`src/rtl/err_tally_pkg.sv`:
```
package err_tally_pkg;
  localparam int TALLY_W    = 8;
  localparam int TALLY_NUM  = 3;
  localparam int TALLY_SAT  = 192;
  localparam int TALLY_FLAG = 128;

  typedef enum logic [1:0] {
    SEL_CRC   = 2'd0,
    SEL_ALIGN = 2'd1,
    SEL_MISS  = 2'd2,
    SEL_NONE  = 2'd3
  } tally_sel_e;
endpackage

```
`src/rtl/err_tally_counter.sv`:
```
module err_tally_counter #(
  parameter int W      = 8,
  parameter int SAT    = 192,
  parameter int FLAG_AT = 128
) (
  input  logic         clk,
  input  logic         rst,
  input  logic         inc,
  input  logic         clr,
  output logic [W-1:0] cnt,
  output logic         hit
);
  localparam logic [W-1:0] SAT_V  = W'(SAT);
  localparam logic [W-1:0] FLAG_V = W'(FLAG_AT);

  logic [W-1:0] cnt_d;

  always_comb begin
    if (clr)
      cnt_d = inc ? W'(1) : '0;
    else if (inc && cnt != SAT_V)
      cnt_d = cnt + W'(1);
    else
      cnt_d = cnt;
  end

  always_ff @(posedge clk) begin
    if (rst) begin
      cnt <= '0;
      hit <= 1'b0;
    end else begin
      cnt <= cnt_d;
      if (clr)
        hit <= 1'b0;
      else if (cnt_d >= FLAG_V)
        hit <= 1'b1;
    end
  end
endmodule

```
`src/rtl/err_tally_rdport.sv`:
```
module err_tally_rdport #(
  parameter int W   = 8,
  parameter int NUM = 3,
  parameter int AW  = 2
) (
  input  logic                 clk,
  input  logic                 rst,
  input  logic                 rd_en,
  input  logic [AW-1:0]        rd_addr,
  input  logic [NUM-1:0][W-1:0] cnt,
  output logic [NUM-1:0]       clr,
  output logic [W-1:0]         rd_data
);
  logic [W-1:0] sel;

  always_comb begin
    sel = '0;
    for (int i = 0; i < NUM; i++)
      if (rd_addr == AW'(i)) sel = cnt[i];
  end

  generate
    for (genvar g = 0; g < NUM; g++) begin : g_clr
      assign clr[g] = rd_en && (rd_addr == AW'(g));
    end
  endgenerate

  always_ff @(posedge clk) begin
    if (rst)
      rd_data <= '0;
    else if (rd_en)
      rd_data <= sel;
  end
endmodule

```
`src/rtl/err_tally.sv`:
```
module err_tally
  import err_tally_pkg::*;
#(
  parameter int W       = TALLY_W,
  parameter int SAT     = TALLY_SAT,
  parameter int FLAG_AT = TALLY_FLAG,
  parameter int AW      = 2
) (
  input  logic          clk,
  input  logic          rst,
  input  logic          inc_crc,
  input  logic          inc_align,
  input  logic          inc_miss,
  input  logic          rd_en,
  input  logic [AW-1:0] rd_addr,
  output logic [W-1:0]  rd_data,
  output logic          event_flag
);
  localparam int NUM = TALLY_NUM;

  logic [NUM-1:0]        inc_v;
  logic [NUM-1:0]        clr_v;
  logic [NUM-1:0]        hit_v;
  logic [NUM-1:0][W-1:0] cnt_v;

  assign inc_v[SEL_CRC]   = inc_crc;
  assign inc_v[SEL_ALIGN] = inc_align;
  assign inc_v[SEL_MISS]  = inc_miss;

  generate
    for (genvar g = 0; g < NUM; g++) begin : g_tally
      err_tally_counter #(.W(W), .SAT(SAT), .FLAG_AT(FLAG_AT)) u_cnt (
        .clk (clk),
        .rst (rst),
        .inc (inc_v[g]),
        .clr (clr_v[g]),
        .cnt (cnt_v[g]),
        .hit (hit_v[g])
      );
    end
  endgenerate

  err_tally_rdport #(.W(W), .NUM(NUM), .AW(AW)) u_rd (
    .clk     (clk),
    .rst     (rst),
    .rd_en   (rd_en),
    .rd_addr (rd_addr),
    .cnt     (cnt_v),
    .clr     (clr_v),
    .rd_data (rd_data)
  );

  assign event_flag = |hit_v;
endmodule

```
`config.mk`:
```
export PLATFORM = sky130hd
export DESIGN_NAME = err_tally
export DESIGN_NICKNAME = d
export VERILOG_FILES = /design/src/rtl/err_tally_pkg.sv /design/src/rtl/err_tally_counter.sv /design/src/rtl/err_tally_rdport.sv /design/src/rtl/err_tally.sv
export SDC_FILE = /design/constraint.sdc
export NUM_CORES = 1
export LEC_CHECK = 0
export BUFFER_PORTS_ARGS = -buffer_cell sky130_fd_sc_hd__buf_2
export CELL_PAD_IN_SITES_DETAIL_PLACEMENT = 0
export CELL_PAD_IN_SITES_GLOBAL_PLACEMENT = 1
export CORE_ASPECT_RATIO = 1.1
export CORE_UTILIZATION = 48
export CTS_CLUSTER_DIAMETER = 30
export DETAILED_ROUTE_END_ITERATION = 10
export PLACE_DENSITY_LB_ADDON = 0.12
export SLEW_MARGIN = 20
export SYNTH_ARGS = -nofsm -noshare
export SYNTH_HDL_FRONTEND = slang
export SYNTH_SLANG_ARGS = --single-unit
export TNS_END_PERCENT = 20
```
`constraint.sdc`:
```
create_clock -name clk -period 3.9 [get_ports clk]
set_input_delay 0.195 -clock clk [delete_from_list [all_inputs] [get_ports clk]]
set_output_delay 0.195 -clock clk [all_outputs]
set_load 0.05 [all_outputs]
```
==> results_dict.tcl <==
set metrics [dict create \
    outcome "finished clean" \
    critPathMaxFanout 9 \
    hp-start "inc_crc" \
    netlist_area_um2 1910 \
    die_area_um2 4230 \
    power_density_nw_per_um2 359 \
    cts_buffers 5 \
    gp_congestion 0.832 \
    worst_slew_pin_slew_ns 0.433 \
    synth_cell_type_count 31 \
    synth-seq-cells 35 \
    wire_per_inst_um 14.3 \
    maxCapViolations 0 \
    skew_ns 0.00726 \
    clock_path_buffers 2 \
    cp-start-kind "flop" \
    drive_above_1_share_pct 11.8 \
    synth_nets 233 \
    io_buffers 16 \
    most-common-layout-cells "dfxtp_1, nand3b_1, buf_2" \
    fmaxAchievable_mhz 672 \
    setup_tns_ns 0 \
    reg2reg_depth 5 \
    grt_pass1_wl_um 7070 \
    antenna_found_initial 0 \
    max_stage_delay_ns 0.48 \
    min_period_ns 1.49 \
    cts-root-buf "clkbuf_8" \
    path_class "flop to flop" \
    hold_depth 4 \
    cts_setup_buffers 0 \
    worstHoldEndpoint "g_tally[0].u_cnt.cnt[2]" \
    grt_pass1_vias 1521 \
    total_power_w 0.000746 \
    grt_max_degree 21 \
    required_ns 4.11 \
    dp.cells 271 \
    core_area_um2 3710 \
    ioPinCount 17 \
    fp.dieH_um 68.1 \
    clk_pin_slew_ns 0.07 \
    relSlewSlack_pct 70.9 \
    r2r_start "g_tally[2].u_cnt.cnt[0]" \
    peakVddDrop_uv 250 \
    drtPass1Iterations 4 \
    critPathSlowestCell "dfxtp_1" \
    ant_nets 0 \
    num_rows 23 \
    clock-sinks 35 \
    die_w_um 62.1 \
    yosys_warnings 0 \
    start_util_pct 51.4 \
    finalNonFillerCells 279 \
    setup_slack_ns 2.41 \
    ctsResizeCount 0 \
    finalInstanceArea_um2 2080 \
    hpwl_um 2910 \
    placed_area_um2 1980 \
    netlist_instances 219 \
    syn_to_final_growth_pct 8.85 \
    hold_path_class "input pin to flop" \
    post_synth.cell_area_avg_um2 8.72 \
    final_hold_viol_count 0 \
    dp_slack_ns 2.43 \
    cp-end-kind "flop" \
    worstSkewPairLatency_ns 0.29 \
    grt_usage_pct 21.5 \
    nets 242 \
    finalWirelength_um 3990 \
    tritoncts "done" \
    cts_max_level 2 \
    drc 0 \
    antenna_cells 0 \
    vias 1610 \
    drtIter0Drc 80 \
    r2r-end "g_tally[2].u_cnt.cnt[0]" \
    r2r_slack_ns 2.41 \
    rsz0062_at_grt "false" \
    p_leak_nw 0.826 \
    setup_viol 0 \
    slew_violations 0 \
    cp_cell_sequence "inv_1 -> ha_1 -> and4bb_2 -> a211o_1 -> a31oi_1" \
    gr-total-overflow 0 \
    hold_buffers 0 \
    crit_arrival_ns 1.70 \
    avgViaCountPerCell 5.77 \
    min_period_over_period_pct 38.1 \
    layout_commonest_cell "dfxtp_1" \
    yosysSeqAreaShare_pct 36.7 \
]
## metrics by stage
step	utilization, %	hold slack [ns]
after floorplan	-	0.399
after global placement	53.3	0.461
after detailed placement	53.3	0.459
after CTS	56.0	0.282
after global routing	56.0	0.311
final	56.0	0.280
## cells by family after synthesis
kind of cell             share of synthesized area [%]
multiplexers                                      7.34
flip-flops                                        36.7
AND/OR/NAND/NOR                                   27.3
buffers and inverters                             6.23
XOR/XNOR                                          2.75
adder cells (fa/ha/maj)                           3.93
AO/OA/AOI/OAI                                     15.7
## synthesized netlist by cell type (all sizes together)
library cell	number	share of area (%)
ha	6	3.9
a31oi	6	2.0
nand2b	3	1.1
o21ai	9	2.4
nand3b	16	6.3
nor3	10	2.6
nand3	7	1.8
a221oi	1	0.79
nand2	8	1.6
o211a	8	4.2
inv	12	2.4
nor2b	1	0.33
or3b	1	0.46
xor2	6	2.8
and4b	2	1.0
and2b	2	0.79
mux2i	14	7.3
and4bb	1	0.66
nor3b	1	0.66
nand4	13	4.3
dfxtp	35	37
a21oi	14	3.7
nor2	14	2.8
clkbuf	8	1.8
or3	9	2.9
a211o	6	2.8
buf	6	2.0
## layer usage
metal / up-vias / track usage (%) / wire length, um / part of all wire, %
met5: - / 0 / 0 / 0
met2: 36 / 37.0 / 1820 / 46
met3: 7 / 5.83 / 171 / 4.3
li1: 818 / - / - / -
met4: 0 / 6.40 / 50 / 1.3
met1: 749 / 26.6 / 1950 / 49
## sequential cells by signal, summed over array words and instances, names as in the netlist
| signal | flops |
|---|---|
| g_tally.u_cnt.hit | 3 |
| g_tally.u_cnt.cnt | 24 |
| u_rd.rd_data | 8 |
## cell type report
type,instances,area [um^2]
repair buffers,16,80.1
inverters,12,45.0
multi-input cells,158,1090
flip-flops and latches,35,701
fillers,339,1630
well taps,50,62.6
clock buffers,8,100
## worst max-delay path: cells and delay by family (launching register included)
family | cells | cell delay, ns
flops | 1 | 0.48
compound gates | 2 | 0.39
simple gates | 1 | 0.26
fa+ha+maj | 1 | 0.20
buf+inv | 1 | 0.09
## report_power, final
group          total [W]  switching [W]  internal [W]  leakage, nW
Clock           0.000290       0.000128      0.000161       0.0515
Sequential      0.000378      0.0000110      0.000367        0.284
Combinational  0.0000792      0.0000501     0.0000291        0.490
## worst max-delay path by stage
stage,start,end,slack [ns],cells after the start
after CTS,g_tally[2].u_cnt.cnt[0],g_tally[2].u_cnt.cnt[0],2.41,5
after global routing,g_tally[2].u_cnt.cnt[0],g_tally[2].u_cnt.cnt[0],2.33,5
final,g_tally[2].u_cnt.cnt[0],g_tally[2].u_cnt.cnt[0],2.41,5
after detailed placement,g_tally[2].u_cnt.cnt[0],g_tally[2].u_cnt.cnt[0],2.43,5
after global placement,g_tally[2].u_cnt.cnt[0],g_tally[2].u_cnt.cnt[0],2.52,5
after floorplan,g_tally[2].u_cnt.cnt[0],g_tally[2].u_cnt.cnt[0],2.54,6
(Power assumes the default switching activity.)
